`config.mk`:
```
export PLATFORM = sky130hd
export DESIGN_NAME = bpr_bank
export DESIGN_NICKNAME = d
export VERILOG_FILES = /design/src/rtl/bpr_pkg.sv /design/src/rtl/bpr_decode.sv /design/src/rtl/bpr_cpu_regs.sv /design/src/rtl/bpr_rdport.sv /design/src/rtl/bpr_bank.sv
export SDC_FILE = /design/constraint.sdc
export NUM_CORES = 1
export LEC_CHECK = 0
export BUFFER_PORTS_ARGS = -buffer_cell sky130_fd_sc_hd__buf_2
export CORE_MARGIN = 2
export CORE_UTILIZATION = 50
export CTS_BUF_LIST = sky130_fd_sc_hd__clkbuf_16
export DETAILED_ROUTE_END_ITERATION = 16
export PLACE_DENSITY = 0.85
export SYNTH_ARGS = -nofsm -noshare
export SYNTH_HDL_FRONTEND = slang
export SYNTH_HIERARCHICAL = 1
export SYNTH_SLANG_ARGS = --single-unit
```
`constraint.sdc`:
```
create_clock -name clk -period 2.8 [get_ports clk]
set_clock_uncertainty 0.15 [all_clocks]
set_input_delay 0 -clock clk [delete_from_list [all_inputs] [get_ports clk]]
set_output_delay 0 -clock clk [all_outputs]
set_load 0.005 [all_outputs]
```
`src/rtl/bpr_pkg.sv`:
```
package bpr_pkg;
    localparam int BP_W  = 3;
    localparam int PM_W  = 8;
    localparam int OFF_W = 8;

    localparam logic [OFF_W-1:0] OFF_PMASK = 8'h04;
    localparam logic [OFF_W-1:0] OFF_BP    = 8'h08;
    localparam logic [OFF_W-1:0] OFF_ABP   = 8'h1C;

    localparam logic [BP_W-1:0] FLOOR_MAIN  = 3'd0;
    localparam logic [BP_W-1:0] FLOOR_ALIAS = 3'd1;

    typedef enum logic [1:0] {
        TGT_NONE  = 2'd0,
        TGT_PMASK = 2'd1,
        TGT_MAIN  = 2'd2,
        TGT_ALIAS = 2'd3
    } tgt_e;

    typedef struct packed {
        logic [PM_W-1:0] pm;
        logic [BP_W-1:0] mn;
        logic [BP_W-1:0] al;
    } cpu_regs_t;

    function automatic logic [BP_W-1:0] floor_at(input logic [BP_W-1:0] v,
                                                 input logic [BP_W-1:0] lo);
        return (v < lo) ? lo : v;
    endfunction
endpackage

```
`src/rtl/bpr_decode.sv`:
```
module bpr_decode
    import bpr_pkg::*;
#(
    parameter int NCPU    = 3,
    parameter bit SEC_EXT = 1'b1,
    parameter int REV     = 2,
    parameter int CPU_W   = 2
) (
    input  logic [CPU_W-1:0] cpu,
    input  logic [OFF_W-1:0] off,
    input  logic             secure,
    output tgt_e             tgt
);
    localparam bit HAS_GROUPS = (REV >= 2) || SEC_EXT;

    logic ns_banked;
    logic cpu_ok;

    always_comb begin
        ns_banked = SEC_EXT && !secure;
        cpu_ok    = (int'(cpu) < NCPU);
        tgt       = TGT_NONE;
        if (cpu_ok) begin
            case (off)
                OFF_PMASK: tgt = TGT_PMASK;
                OFF_BP:    tgt = ns_banked ? TGT_ALIAS : TGT_MAIN;
                OFF_ABP:   tgt = (!HAS_GROUPS || ns_banked) ? TGT_NONE : TGT_ALIAS;
                default:   tgt = TGT_NONE;
            endcase
        end
    end
endmodule

```
`src/rtl/bpr_cpu_regs.sv`:
```
module bpr_cpu_regs
    import bpr_pkg::*;
(
    input  logic            clk,
    input  logic            rst_n,
    input  logic            wr_pm,
    input  logic            wr_mn,
    input  logic            wr_al,
    input  logic [PM_W-1:0] wdata,
    output logic [PM_W-1:0] pm_o,
    output logic [BP_W-1:0] mn_o,
    output logic [BP_W-1:0] al_o
);
    cpu_regs_t regs_d, regs_q;

    always_comb begin
        regs_d = regs_q;
        if (wr_pm) regs_d.pm = wdata;
        if (wr_mn) regs_d.mn = floor_at(wdata[BP_W-1:0], FLOOR_MAIN);
        if (wr_al) regs_d.al = floor_at(wdata[BP_W-1:0], FLOOR_ALIAS);
    end

    always_ff @(posedge clk or negedge rst_n) begin
        if (!rst_n) begin
            regs_q.pm <= '0;
            regs_q.mn <= FLOOR_MAIN;
            regs_q.al <= FLOOR_ALIAS;
        end else begin
            regs_q <= regs_d;
        end
    end

    assign pm_o = regs_q.pm;
    assign mn_o = regs_q.mn;
    assign al_o = regs_q.al;
endmodule

```
`src/rtl/bpr_rdport.sv`:
```
module bpr_rdport
    import bpr_pkg::*;
#(
    parameter int NCPU   = 3,
    parameter int CPU_W  = 2,
    parameter int DATA_W = 32
) (
    input  logic                 clk,
    input  logic                 rst_n,
    input  logic                 rd,
    input  logic [CPU_W-1:0]     cpu,
    input  tgt_e                 tgt,
    input  logic [NCPU*PM_W-1:0] pm_i,
    input  logic [NCPU*BP_W-1:0] mn_i,
    input  logic [NCPU*BP_W-1:0] al_i,
    output logic [DATA_W-1:0]    rdata
);
    logic [DATA_W-1:0] rdata_d, rdata_q;
    logic [DATA_W-1:0] sel;

    always_comb begin
        sel = '0;
        for (int c = 0; c < NCPU; c++) begin
            if (int'(cpu) == c) begin
                case (tgt)
                    TGT_PMASK: sel = DATA_W'(pm_i[c*PM_W +: PM_W]);
                    TGT_MAIN:  sel = DATA_W'(mn_i[c*BP_W +: BP_W]);
                    TGT_ALIAS: sel = DATA_W'(al_i[c*BP_W +: BP_W]);
                    default:   sel = '0;
                endcase
            end
        end
        rdata_d = rd ? sel : '0;
    end

    always_ff @(posedge clk or negedge rst_n) begin
        if (!rst_n) rdata_q <= '0;
        else        rdata_q <= rdata_d;
    end

    assign rdata = rdata_q;
endmodule

```
`src/rtl/bpr_bank.sv`:
```
module bpr_bank
    import bpr_pkg::*;
#(
    parameter int NCPU    = 3,
    parameter bit SEC_EXT = 1'b1,
    parameter int REV     = 2,
    parameter int DATA_W  = 32,
    localparam int CPU_W  = (NCPU > 1) ? $clog2(NCPU + 1) : 1
) (
    input  logic                 clk,
    input  logic                 rst_n,
    input  logic [CPU_W-1:0]     bus_cpu,
    input  logic [OFF_W-1:0]     bus_off,
    input  logic                 bus_rd,
    input  logic                 bus_wr,
    input  logic [DATA_W-1:0]    bus_wdata,
    input  logic                 bus_secure,
    output logic [DATA_W-1:0]    bus_rdata,
    output logic [NCPU*PM_W-1:0] pmask_o,
    output logic [NCPU*BP_W-1:0] bp_main_o,
    output logic [NCPU*BP_W-1:0] bp_alias_o
);
    tgt_e tgt;

    bpr_decode #(
        .NCPU(NCPU), .SEC_EXT(SEC_EXT), .REV(REV), .CPU_W(CPU_W)
    ) u_decode (
        .cpu(bus_cpu), .off(bus_off), .secure(bus_secure), .tgt(tgt)
    );

    for (genvar c = 0; c < NCPU; c++) begin : g_cpu
        logic hit;
        assign hit = bus_wr && (int'(bus_cpu) == c);

        bpr_cpu_regs u_regs (
            .clk   (clk),
            .rst_n (rst_n),
            .wr_pm (hit && (tgt == TGT_PMASK)),
            .wr_mn (hit && (tgt == TGT_MAIN)),
            .wr_al (hit && (tgt == TGT_ALIAS)),
            .wdata (bus_wdata[PM_W-1:0]),
            .pm_o  (pmask_o[c*PM_W +: PM_W]),
            .mn_o  (bp_main_o[c*BP_W +: BP_W]),
            .al_o  (bp_alias_o[c*BP_W +: BP_W])
        );
    end

    bpr_rdport #(
        .NCPU(NCPU), .CPU_W(CPU_W), .DATA_W(DATA_W)
    ) u_rdport (
        .clk   (clk),
        .rst_n (rst_n),
        .rd    (bus_rd),
        .cpu   (bus_cpu),
        .tgt   (tgt),
        .pm_i  (pmask_o),
        .mn_i  (bp_main_o),
        .al_i  (bp_alias_o),
        .rdata (bus_rdata)
    );
endmodule

```
## Word-level counts from Yosys, hierarchy flattened

Cells that the tools add are included.

| word-level totals | value |
|---|---|
| flip-flop bits (word level) | 74 |
| output and inout port bits | 74 |
| word-level logic and storage cells | 47 |

| operators by class | value |
|---|---|
| order comparisons | 3 |
| eq/ne operators | 8 |
| multiplexer cells | 13 |
| reductions and logical operators | 13 |

Operators with widths:

| operator | number |
|---|---|
| 2-to-1 mux 32 bit | 3 |
| case mux 8 bit (3 select lines) | 3 |
| logical AND 1 bit | 12 |
| equality test 2 bit (second input constant) | 4 |
| equality test 8 x 3 -> 1 bit (second input constant) | 1 |
| equality test 8 x 4 -> 1 bit (second input constant) | 1 |
| equality test 8 x 5 -> 1 bit (second input constant) | 1 |
| 2-to-1 mux 8 bit | 1 |
| less-than comparator 3 x 1 -> 1 bit (second input constant) | 2 |
| 2-to-1 mux 3 bit | 2 |
| case mux 2 bit (3 select lines) | 1 |
| 2-to-1 mux 2 bit | 2 |
| equality test 2 x 1 -> 1 bit (second input constant) | 1 |
| logical NOT 2 bit | 1 |
| less-than comparator 2 bit (second input constant) | 1 |
| 2-to-1 mux 1 bit | 1 |

## Depth between registers and ports, before layout

| depth | value |
|---|---|
| word-level depth | 9 |
| mapped depth | 7 |

## Modules after synthesis

Netlist, hierarchy kept.

Modules (own cells, without submodules):

| module | times used | cells an instance | area each (sq um) |
|---|---|---|---|
| bpr_cpu_regs | 3 | 31 | 558.0 |
| bpr_rdport | 1 | 86 | 814.5 |
| bpr_bank | 1 | 14 | 85.1 |
| bpr_decode | 1 | 10 | 66.3 |

## Worst setup path before layout

Ideal clock, no wire load.

| timing path | value |
|---|---|
| kind | in2reg |
| from | in bus_off[4] |
| to | reg g_cpu[0].u_regs.regs_q[1] |
| setup time | 0.125 ns |
| arrival time | 1.669 ns |
| data required time | 2.525 ns |
| setup slack | 0.856 ns |
| cell stages on the path | 5 |
| path buffers | 0 |
| cell sequence | or3b_1 a31oi_1 nand3_1 nor3_1 mux2_2 |

| on the way | value |
|---|---|
| longest elaborated chain between the ends | 5 |
| elaborated cells between the ends (all ways) | 7 |

Ends and longest elaborated chain:

| what | RTL line | source |
|---|---|---|
| start, declared | bpr_bank.sv:13 | `input logic [OFF_W-1:0] bus_off,` |
| equality test 8 x 5 -> 1 bit, or another cell as far along | bpr_decode.sv:24 | `case (off)` |
| case mux 2 bit (3 select lines) (*) | bpr_decode.sv:24 |  |
| 2-to-1 mux 2 bit (*) | bpr_decode.sv:23 | `if (cpu_ok) begin` |
| via tgt[0] | bpr_bank.sv:23 | `tgt_e tgt;` |
| equality test 2 bit (*) | bpr_bank.sv:40 | `.wr_al (hit && (tgt == TGT_ALIAS)),` |
| logical AND 1 bit (*) | bpr_bank.sv:40 |  |
| end signal, assigned | bpr_cpu_regs.sv:29 | `regs_q <= regs_d;` |
| end, declared | bpr_cpu_regs.sv:14 | `cpu_regs_t regs_d, regs_q;` |

The timed path passes the listed nets; every way through them passes the cells marked *.
A chain may end at the register's enable or synchronous reset.

## Worst setup path after layout

| timing path | value |
|---|---|
| from | in bus_off[1] |
| to | reg g_cpu[0].u_regs.regs_q[2] |

The elaborated chain is that of the path after synthesis.

==> results.py <==
metrics = {
    "status": {
        "outcome": "completed",
    },
    "pwr": {
        "switchingPower_mw": 0.345,
        "pwr-share-seq": 0.475,
        "power_frac_comb": 0.077,
        "power_density_mw_per_mm2": 481,
        "p_int_mw": 1.21,
        "max-vdd-ir-drop_mv": 0.433,
        "netSwitchingFraction": 0.222,
        "p_leak_nw": 1.72,
        "p_clk_frac": 0.448,
    },
    "global_routing": {
        "grt_usage": 0.206,
        "gr-total-overflow": 0,
        "grt_pass1_wl_mm": 9.43,
        "first_global_vias": 1827,
        "antenna_found_initial": 0,
        "grt_start_max_net_pins": 51,
    },
    "detailed_routing": {
        "drt_iter0_drc": 83,
        "ant_nets": 0,
        "via_count": 1881,
        "wl_mm": 5.81,
        "routedWlPerCell_um": 16.1,
        "drt-vias-per-instance": 5.23,
        "drcViolationCount": 0,
        "dr.pass1.iters": 4,
    },
    "clock_network": {
        "cts_root_buffer": "clkbuf_16",
        "numCtsBuffers": 5,
        "htree_levels": 2,
        "postCtsSetupRepairBufs": 0,
        "clock-sinks": 50,
        "cts_resized": 0,
        "path_clk_slew_ps": 70,
        "clock_latency_ps": 290,
        "cts_tree": "done",
        "clk_path_buf_depth": 2,
    },
    "critical_path": {
        "critical_path.startpoint_type": "input port",
        "critical_path.max_fanout": 16,
        "cp.required_ps": 2830,
        "critPathCaptureType": "register",
        "critPathArrivalTime_ps": 2010,
        "crit_type": "input port to register",
    },
    "synth": {
        "avgSynthCellArea_sq_um": 13.0,
        "synthAdderAreaFrac": 0,
        "netlist_instances": 203,
        "muxShareOfSynthArea": 0.269,
        "synth.cell_area_sq_mm": 0.00264,
        "synth_seq_cells": 50,
        "yosys.area_share.simple": 0.0938,
        "synth_compound_area_frac": 0.0678,
        "synth_cell_type_count": 33,
        "yosys.area_share.xor_xnor": 0,
        "synth_top_family_by_area": "multiplexers",
        "yosysWarnings": 6,
        "synth-seq-area-share": 0.475,
    },
    "sta": {
        "fmax_ghz": 0.503,
        "fin_crit_ps": 1990,
        "rsz0062_at_grt": "no",
        "finalSetupTns_ps": 0,
        "tightest_slew_ps": 1070,
        "maxSlewHeadroom": 0.287,
        "finalHoldViolCount": 0,
        "finalSetupViolCount": 0,
        "fin_crit_sh": 0.711,
        "slew_violations": 0,
        "whs_ps": 5.13,
    },
    "layout": {
        "final_cell_mix": "buf_2, dfrtp_1, mux2_4",
        "multi_input_area_sq_mm": 0.00123,
        "fin_nets": 336,
        "antenna_cells": 0,
        "syn2layout_area_growth_pct": 22.8,
        "layout_commonest_cell": "buf_2",
        "drive_gt1_frac": 0.517,
        "fill_cells": 427,
        "fin_util": 0.635,
        "seq_area_sq_mm": 0.00125,
    },
    "job": {
        "max-cap-violations": 0,
    },
    "floorplan": {
        "coreArea_sq_mm": 0.00511,
        "num_io_pins": 121,
        "die_h_um": 76.7,
        "rows": 26,
        "die_area_sq_mm": 0.00588,
        "floorplan.initialDensity": 0.517,
        "dieWidth_um": 76.7,
    },
    "placement": {
        "port_buffers": 72,
        "place_congestion": 0.823,
        "dp_hpwl_mm": 4.01,
    },
    "worst_hold_path": {
        "hold_class": "input port to register",
    },
}
-- sequential cells by signal, indices dropped and copies added (netlist names) --
signal / cells
g_cpu.u_regs/al_o: 9
u_rdport/rdata: 8
g_cpu.u_regs/mn_o: 9
g_cpu.u_regs/pm_o: 24
-- critical path, stage by stage --
cell and delay (ps):
buf_2 90, nor4_1 380, nand2_1 110, a31oi_1 170
buf_4 270, nand3_1 180, nor3_1 430, mux2_2 390
-- synthesized netlist by cell type --
cell / n / area share
nand2_1: 10 / 0.014
dfstp_2: 3 / 0.030
a22oi_1: 1 / 0.0028
buf_6: 4 / 0.017
and2b_4: 1 / 0.0038
nand2b_4: 2 / 0.010
nor4_1: 4 / 0.0095
o21ba_2: 3 / 0.011
or2_1: 1 / 0.0024
and2b_1: 1 / 0.0028
conb_1: 1 / 0.0014
and3_2: 1 / 0.0028
nand3_1: 1 / 0.0019
nor3b_2: 1 / 0.0047
or3b_1: 1 / 0.0033
buf_2: 1 / 0.0019
and2b_2: 1 / 0.0033
inv_1: 2 / 0.0028
o2111a_1: 1 / 0.0043
a21oi_1: 8 / 0.015
nand4_1: 1 / 0.0024
mux2_2: 22 / 0.094
a221oi_1: 9 / 0.030
nand3b_1: 3 / 0.0085
mux2_1: 1 / 0.0043
buf_4: 25 / 0.071
nor2_1: 11 / 0.016
dfrtp_1: 47 / 0.45
nor2b_1: 1 / 0.0024
a31oi_1: 1 / 0.0024
mux2_4: 30 / 0.17
o21ai_0: 1 / 0.0019
nor3_1: 3 / 0.0057
-- path summary, 6_finish.rpt --
kind | start | slack (ps) | cells after the start | to
worst max-delay path | bus_off[1] | 810 | 8 | g_cpu[0].u_regs/al_o[2]
worst min-delay path | bus_wdata[2] | 5 | 2 | g_cpu[0].u_regs/pm_o[2]
worst max register to register | g_cpu[0].u_regs/al_o[0] | 1380 | 3 | u_rdport/rdata[0]
worst min register to register | g_cpu[2].u_regs/al_o[0] | 350 | 2 | g_cpu[2].u_regs/al_o[0]
max in group asynchronous | rst_n | 1540 | 2 | u_rdport/rdata[5]
min in group asynchronous | rst_n | 300 | 2 | g_cpu[2].u_regs/mn_o[1]
-- metrics by stage --
step | power [mW] | std cells | setup slack, ps | instance area [sq um]
2_1_floorplan | 0.826 | 226 | 856 | 2730
3_3_place_gp | 0.860 | 343 | 625 | 2980
3_5_place_dp | 0.864 | 343 | 605 | 2980
4_1_cts | 1.57 | 360 | 865 | 3240
5_1_grt | 1.62 | 360 | 708 | 3240
6_report | 1.56 | 360 | 811 | 3240
-- metal layers --
layer / vias to the layer above / global-route usage / wire length, um
li1: 858 / - / -
met1: 932 / 0.257 / 2450
met2: 84 / 0.365 / 2990
met3: 7 / 0.0435 / 329
met4: 0 / 0.0491 / 36
met5: - / 0 / 0
-- power by group through the flow --
stage,logic [mW],registers (mW),clock network (mW)
floorplan,0.0726,0.753,0
global placement,0.107,0.753,0
detailed placement,0.110,0.754,0
CTS,0.121,0.740,0.711
global route,0.133,0.741,0.747
finish,0.120,0.740,0.699
-- layout make-up --
type | instances | area share
clock buffers | 5 | 0.0386
clock inverters | 3 | 0.0150
inverters | 2 | 0.00231
multi-input cells | 144 | 0.380
flip-flops and latches | 50 | 0.387
well taps | 70 | 0.0270
repair buffers | 86 | 0.150
-- repair_timing --
item                                   CTS  global route
setup endpoints to repair                0             0
hold buffers                             9             0
endpoints found under the hold margin   77             0
-- logic make-up (layout without fill, tap and decap cells) --
| logic type | after synthesis | in the layout |
|---|---|---|
| AND/OR/NAND/NOR | 43 | 43 |
| AO/OA/AOI/OAI | 24 | 24 |
| buffers and inverters | 32 | 96 |
| other | 1 | 24 |
| flip-flops | 50 | 50 |
| multiplexers | 53 | 53 |
Power figures use the tool's default switching activity.
